`config.mk`:
```
export PLATFORM = sky130hd
export DESIGN_NAME = cam_pkt_parser
export DESIGN_NICKNAME = d
export VERILOG_FILES = /design/src/rtl/cam_pkt_pkg.sv /design/src/rtl/cam_hdr_collect.sv /design/src/rtl/cam_payload_gate.sv /design/src/rtl/cam_pkt_parser.sv
export SDC_FILE = /design/constraint.sdc
export NUM_CORES = 1
export LEC_CHECK = 0
export ABC_AREA = 1
export BUFFER_PORTS_ARGS = -buffer_cell sky130_fd_sc_hd__buf_2
export CAP_MARGIN = 10
export CORE_MARGIN = 1.5
export CORE_UTILIZATION = 40
export CTS_CLUSTER_DIAMETER = 30
export CTS_CLUSTER_SIZE = 14
export DETAILED_ROUTE_END_ITERATION = 10
export PLACE_DENSITY = 0.59
export SYNTH_ARGS = -nofsm -noshare
export SYNTH_HDL_FRONTEND = slang
export SYNTH_SLANG_ARGS = --single-unit
```
`constraint.sdc`:
```
create_clock -name clk -period 4.25 [get_ports clk]
set_input_delay 1.0625 -clock clk [delete_from_list [all_inputs] [get_ports clk]]
set_output_delay 1.0625 -clock clk [all_outputs]
set_load 0.02 [all_outputs]
```
`src/rtl/cam_pkt_pkg.sv`:
```
package cam_pkt_pkg;

  typedef enum logic [1:0] {
    ST_HUNT = 2'd0,
    ST_PAY  = 2'd1,
    ST_SKIP = 2'd2
  } parse_state_t;

  localparam logic [5:0] DT_FRAME_START = 6'h00;
  localparam logic [5:0] DT_FRAME_END   = 6'h01;
  localparam logic [5:0] DT_LONG_FIRST  = 6'h10;
  localparam logic [5:0] DT_RAW10       = 6'h2B;
  localparam logic [5:0] DT_RAW12       = 6'h2C;
  localparam logic [5:0] DT_RAW14       = 6'h2D;

  function automatic logic is_raw(input logic [5:0] dt);
    return (dt == DT_RAW10) || (dt == DT_RAW12) || (dt == DT_RAW14);
  endfunction

  function automatic logic [1:0] width_code(input logic [5:0] dt);
    case (dt)
      DT_RAW10: return 2'd1;
      DT_RAW12: return 2'd2;
      DT_RAW14: return 2'd3;
      default:  return 2'd0;
    endcase
  endfunction

endpackage

```
`src/rtl/cam_hdr_collect.sv`:
```
module cam_hdr_collect #(
  parameter int LANES = 4
) (
  input  logic               clk,
  input  logic               rst_n,
  input  logic               search,
  input  logic               in_valid,
  input  logic [LANES*8-1:0] in_data,
  output logic               hdr_ok,
  output logic [5:0]         hdr_dt,
  output logic [15:0]        hdr_wc
);

  generate
    if (LANES == 4) begin : g_one_beat
      logic unused_bits;
      assign unused_bits = ^{in_data[31:24], in_data[7:6], clk, rst_n};
      assign hdr_ok = search && in_valid;
      assign hdr_dt = in_data[5:0];
      assign hdr_wc = {in_data[23:16], in_data[15:8]};
    end else begin : g_two_beat
      logic        half_q, half_d;
      logic [15:0] low_q;
      logic        low_en;
      logic        unused_bits;
      assign unused_bits = ^{in_data[15:8], low_q[7:6]};

      always_comb begin
        half_d = 1'b0;
        if (search && in_valid) half_d = !half_q;
      end
      assign low_en = search && in_valid && !half_q;

      always_ff @(posedge clk or negedge rst_n) begin
        if (!rst_n) begin
          half_q <= 1'b0;
          low_q  <= '0;
        end else begin
          half_q <= half_d;
          if (low_en) low_q <= in_data[15:0];
        end
      end

      assign hdr_ok = search && in_valid && half_q;
      assign hdr_dt = low_q[5:0];
      assign hdr_wc = {in_data[7:0], low_q[15:8]};

      AST_HDR_SECOND_BEAT: assert property (@(posedge clk) disable iff (!rst_n)
        hdr_ok |-> $past(search && in_valid));
    end
  endgenerate

endmodule

```
`src/rtl/cam_payload_gate.sv`:
```
module cam_payload_gate #(
  parameter int LANES = 4
) (
  input  logic               clk,
  input  logic               rst_n,
  input  logic               clear,
  input  logic [15:0]        wc,
  input  logic               active,
  input  logic               in_valid,
  input  logic [LANES*8-1:0] in_data,
  output logic               out_valid,
  output logic [LANES*8-1:0] out_data
);

  localparam int CW = 17;
  localparam logic [CW-1:0] STEP = CW'(LANES);

  logic [CW-1:0]      cnt_q, cnt_d;
  logic [15:0]        wc_q;
  logic               below;
  logic               ov_d;
  logic               ov_q;
  logic [LANES*8-1:0] od_q;

  assign below = cnt_q < {1'b0, wc_q};

  always_comb begin
    cnt_d = cnt_q;
    if (clear)                           cnt_d = '0;
    else if (active && in_valid && below) cnt_d = cnt_q + STEP;
    ov_d = active && in_valid && below;
  end

  always_ff @(posedge clk or negedge rst_n) begin
    if (!rst_n) begin
      cnt_q <= '0;
      wc_q  <= '0;
      ov_q  <= 1'b0;
      od_q  <= '0;
    end else begin
      cnt_q <= cnt_d;
      ov_q  <= ov_d;
      if (clear) wc_q <= wc;
      if (ov_d)  od_q <= in_data;
    end
  end

  assign out_valid = ov_q;
  assign out_data  = od_q;

  AST_CNT_BOUND: assert property (@(posedge clk) disable iff (!rst_n)
    cnt_q <= {1'b0, wc_q} + (STEP - 1'b1));

  AST_FWD_NEEDS_INPUT: assert property (@(posedge clk) disable iff (!rst_n)
    out_valid |-> $past(in_valid && active));

endmodule

```
`src/rtl/cam_pkt_parser.sv`:
```
module cam_pkt_parser
  import cam_pkt_pkg::*;
#(
  parameter int LANES = 4
) (
  input  logic               clk,
  input  logic               rst_n,
  input  logic               in_valid,
  input  logic [LANES*8-1:0] in_data,
  output logic               out_valid,
  output logic [LANES*8-1:0] out_data,
  output logic               frame_start,
  output logic               frame_end,
  output logic [1:0]         raw_width
);

  parse_state_t state_q, state_d;
  logic         hdr_ok;
  logic [5:0]   hdr_dt;
  logic [15:0]  hdr_wc;
  logic         fs_q, fs_d, fe_q, fe_d;
  logic [1:0]   rw_q, rw_d;
  logic         take_pix;

  cam_hdr_collect #(.LANES(LANES)) i_hdr (
    .clk      (clk),
    .rst_n    (rst_n),
    .search   (state_q == ST_HUNT),
    .in_valid (in_valid),
    .in_data  (in_data),
    .hdr_ok   (hdr_ok),
    .hdr_dt   (hdr_dt),
    .hdr_wc   (hdr_wc)
  );

  assign take_pix = (hdr_dt >= DT_LONG_FIRST) && is_raw(hdr_dt);

  always_comb begin
    state_d = state_q;
    case (state_q)
      ST_HUNT: if (hdr_ok) state_d = take_pix ? ST_PAY : ST_SKIP;
      ST_PAY,
      ST_SKIP: if (!in_valid) state_d = ST_HUNT;
      default: state_d = ST_HUNT;
    endcase
    fs_d = hdr_ok && (hdr_dt == DT_FRAME_START);
    fe_d = hdr_ok && (hdr_dt == DT_FRAME_END);
    rw_d = rw_q;
    if (hdr_ok && take_pix) rw_d = width_code(hdr_dt);
  end

  always_ff @(posedge clk or negedge rst_n) begin
    if (!rst_n) begin
      state_q <= ST_HUNT;
      fs_q    <= 1'b0;
      fe_q    <= 1'b0;
      rw_q    <= 2'd0;
    end else begin
      state_q <= state_d;
      fs_q    <= fs_d;
      fe_q    <= fe_d;
      rw_q    <= rw_d;
    end
  end

  cam_payload_gate #(.LANES(LANES)) i_gate (
    .clk       (clk),
    .rst_n     (rst_n),
    .clear     (hdr_ok),
    .wc        (hdr_wc),
    .active    (state_q == ST_PAY),
    .in_valid  (in_valid),
    .in_data   (in_data),
    .out_valid (out_valid),
    .out_data  (out_data)
  );

  assign frame_start = fs_q;
  assign frame_end   = fe_q;
  assign raw_width   = rw_q;

  AST_SYNC_EXCL: assert property (@(posedge clk) disable iff (!rst_n)
    !(frame_start && frame_end));

  AST_FS_SINGLE: assert property (@(posedge clk) disable iff (!rst_n)
    frame_start |=> !frame_start);

  AST_FE_SINGLE: assert property (@(posedge clk) disable iff (!rst_n)
    frame_end |=> !frame_end);

  AST_WIDTH_HOLD: assert property (@(posedge clk) disable iff (!rst_n)
    !$stable(raw_width) |-> $past(hdr_ok));

  AST_QUIET_OFF_PAY: assert property (@(posedge clk) disable iff (!rst_n)
    (state_q != ST_PAY) |=> !out_valid);

  AST_NO_SYNC_IN_DATA: assert property (@(posedge clk) disable iff (!rst_n)
    out_valid |-> !(frame_start || frame_end));

endmodule

```
==> impl_metrics.sql <==
INSERT INTO impl_metrics (metric_group, metric, value, unit) VALUES
('worst_setup_path', 'timing.reg2reg.setup_slack', '1.87', 'ns'),
('worst_setup_path', 'crit_end', 'i_gate.out_data[25]$_DFFE_PN0P_', ''),
('min_path', 'worst_hold_path_type', 'reg2reg', ''),
('place', 'buffer_ports.inserted', '71', ''),
('floorplan', 'fp-row-count', '34', ''),
('worst_setup_path', 'timing.critical_path.max_delay_family', 'simple AND/OR/NAND/NOR gates', ''),
('power', 'max-vdd-ir-drop', '0.2900', 'mV'),
('sta', 'final.hold.worst_slack', '0.4815', 'ns'),
('worst_setup_path', 'timing.rr.start', 'i_gate.cnt_q[7]$_DFFE_PN0P_', ''),
('power', 'power.total', '2.292', 'mW'),
('cts', 'cts-buffers-inserted', '9', ''),
('sta', 'rsz0062_at_grt', 'false', ''),
('place', 'detailed_placer_s_ending_hpwl', '5260', 'um'),
('sta', 'timing.slew.headroom', '51.41', '%'),
('cts', 'total_setup_buffers_inserted_after_cts', '0', ''),
('worst_setup_path', 'cp_common_cell', 'sky130_fd_sc_hd__nand2_1', ''),
('floorplan', 'die-area', '0.009709', 'mm2'),
('status', 'status', 'completed', ''),
('final_layout', 'layout.cells.most_common_list', '146 x sky130_fd_sc_hd__nand2_1, 71 x sky130_fd_sc_hd__buf_2, 70 x sky130_fd_sc_hd__dfrtp_1', ''),
('worst_setup_path', 'cp-end-kind', 'flip-flop', ''),
('floorplan', 'floorplan.initialDensity', '41.66', '%'),
('worst_setup_path', 'slowest_cp_cell', 'sky130_fd_sc_hd__dfrtp_1', ''),
('cts', 'hold_bufs_at_cts', '0', ''),
('power', 'switching_share', '36.43', '%'),
('worst_setup_path', 'worstPathBufferInverterCount', '1', ''),
('min_path', 'whs_path_depth', '2', ''),
('worst_setup_path', 'crit_path_cell_trace', 'ha_1 > nand2_1 > nor2_1 > nand2_1 > nand2_1 > nand2_2 > nand2_8 > inv_2 > nand2_1 > nand2_1', ''),
('sta', 'setup_viol', '0', ''),
('drt', 'drc', '0', ''),
('sta', 'tightest_slew', '0.7289', 'ns'),
('final_layout', 'layout-drive-gt1-share', '21.46', '%'),
('synthesis', 'synthesis.nets', '503', ''),
('drt', 'routed_wirelength', '7589', 'um'),
('drt', 'avgViaCountPerCell', '4.781', ''),
('cts', 'max-clock-path-buffers', '2', ''),
('global_routing', 'first_global_vias', '2964', ''),
('place', 'dpl_cell_area', '0.004050', 'mm2'),
('synthesis', 'netlist_top_cells_area', 'sky130_fd_sc_hd__dfrtp_1 48%, sky130_fd_sc_hd__nand2_1 15%, sky130_fd_sc_hd__inv_1 6.7%, sky130_fd_sc_hd__ha_1 5.8%, sky130_fd_sc_hd__o21ai_0 5.6%', ''),
('synthesis', 'synth_seq_cells', '70', ''),
('drt', 'post_drt_wl_per_cell', '12.05', 'um'),
('power', 'power.share.sequential', '42.3', '%'),
('worst_setup_path', 'critical_path.max_stage_delay', '0.49', 'ns'),
('cts', 'worst_setup_hold_path_clk_slew', '0.07', 'ns'),
('global_routing', 'grt_antenna_before_repair', '0', ''),
('floorplan', 'ports_placed_on_the_boundary', '72', ''),
('cts', 'cts-root-buf', 'sky130_fd_sc_hd__clkbuf_8', ''),
('power', 'power.density', '536.3', 'mW/mm2'),
('job', 'drv.max_cap_violation_count', '0', ''),
('worst_setup_path', 'critPathArrivalTime', '2.62', 'ns'),
('power', 'combinationalPowerShare', '31.3', '%'),
('drt', 'drt.antenna.violating_nets', '0', ''),
('worst_setup_path', 'required_worst_endpoint', '4.48', 'ns'),
('worst_setup_path', 'startpoint_type_of_the_worst_setup_path', 'flip-flop', ''),
('synthesis', 'netlist.area_leader.share', '47.98', '%'),
('global_routing', 'grt_max_degree', '69', ''),
('cts', 'cts_tree', 'yes', ''),
('place', 'gpl_wtd_cong', '0.7774', ''),
('synthesis', 'avgSynthCellArea', '8.095', 'um2'),
('final_layout', 'mostFrequentLayoutCell', 'sky130_fd_sc_hd__nand2_1', ''),
('floorplan', 'floorplan.core_area', '0.008763', 'mm2'),
('global_routing', 'track_usage', '17.04', '%'),
('synthesis', 'syn_inst', '451', ''),
('power', 'total_switching_power', '0.8349', 'mW'),
('worst_setup_path', 'crit_cells', '10', ''),
('sta', 'period_minus_ws_final', '2.383', 'ns'),
('worst_setup_path', 'regToRegEndpoint', 'i_gate.out_data[25]$_DFFE_PN0P_', ''),
('sta', 'fmax', '419.6', 'MHz'),
('drt', 'drt_pre_antenna_iters', '4', ''),
('sta', 'skew', '0.01105', 'ns'),
('sta', 'timing.setup.tns', '0', 'ns'),
('cts', 'insertion_delay', '0.35', 'ns');
-- sequential cells by signal (all words and copies together), names as in the netlist --
| name | flops |
|---|---|
| frame_end | 1 |
| state_q | 2 |
| frame_start | 1 |
| i_gate.out_valid | 1 |
| raw_width | 2 |
| i_gate.cnt_q | 15 |
| i_gate.wc_q | 16 |
| i_gate.out_data | 32 |
-- Yosys cell counts, drive strengths merged --
cell type and number:
buf 10, nor2 24, nor3 1, nand2 152
nand3 24, clkbuf 8, o21bai 1, dfrtp 70
xor2 4, a21o 1, a21oi 3, ha 17
o21ai 44, inv 69, xnor2 1, nand4 21
clkinv 1
-- final cells by class --
| class | instances | area, um2 |
|---|---|---|
| well taps | 108 | 135.1 |
| clock buffers | 11 | 141.4 |
| multi-input cells | 293 | 1530 |
| inverters | 70 | 262.8 |
| repair buffers | 73 | 370.4 |
| flip-flops and latches | 70 | 1752 |
| clock inverters | 5 | 82.58 |
| fillers | 864 | 4489 |
-- through the flow --
stage	setup WS (ns)	std cells
floorplan	2.196	451
global placement	1.637	614
detailed placement	1.592	614
CTS	1.852	630
global route	1.624	630
finish	1.867	630
-- layer usage --
layer	up-vias	global-route usage (%)	wire, um
met4	0	6.826	98
li1	1548	-	-
met3	9	4.184	409
met1	1390	22.15	3614
met5	-	0	0
met2	65	27.40	3465
-- power by group through the flow --
| stage | combinational, mW | clock [mW] | sequential [mW] |
|---|---|---|---|
| floorplan | 0.340 | 0 | 1.13 |
| global placement | 0.716 | 0 | 0.980 |
| detailed placement | 0.730 | 0 | 0.980 |
| CTS | 0.731 | 0.623 | 0.973 |
| global route | 0.824 | 0.650 | 0.996 |
| finish | 0.716 | 0.606 | 0.970 |
-- cells by family (layout without fill, tap and decap cells) --
logic type               Yosys count  after routing  synth area share [%]
adder cells (fa/ha/maj)           17             17                 5.826
flip-flops                        70             70                 47.98
XOR/XNOR                           5              5                 1.199
AND/OR/NAND/NOR                  222            222                 27.66
AO/OA/AOI/OAI                     49             49                 7.163
buffers and inverters             88            159                 10.18
-- worst min-delay path, cell delays in order, from the launching register on --
cell	delay, ns
sky130_fd_sc_hd__dfrtp_1	0.34
sky130_fd_sc_hd__nand2_1	0.05
sky130_fd_sc_hd__nand2_1	0.05
-- worst min-delay path by stage --
stage / end / slack [ns] / startpoint
after global routing: i_gate.out_data[18]$_DFFE_PN0P_ / 0.51 / i_gate.out_data[18]$_DFFE_PN0P_
after global placement: i_gate.out_data[30]$_DFFE_PN0P_ / 0.46 / i_gate.out_data[30]$_DFFE_PN0P_
after floorplan: i_gate.wc_q[10]$_DFFE_PN0P_ / 0.45 / i_gate.wc_q[10]$_DFFE_PN0P_
final: i_gate.out_data[29]$_DFFE_PN0P_ / 0.48 / i_gate.out_data[29]$_DFFE_PN0P_
after detailed placement: i_gate.out_data[7]$_DFFE_PN0P_ / 0.46 / i_gate.out_data[7]$_DFFE_PN0P_
after CTS: i_gate.out_data[29]$_DFFE_PN0P_ / 0.48 / i_gate.out_data[29]$_DFFE_PN0P_
Power figures use the tool's default switching activity.
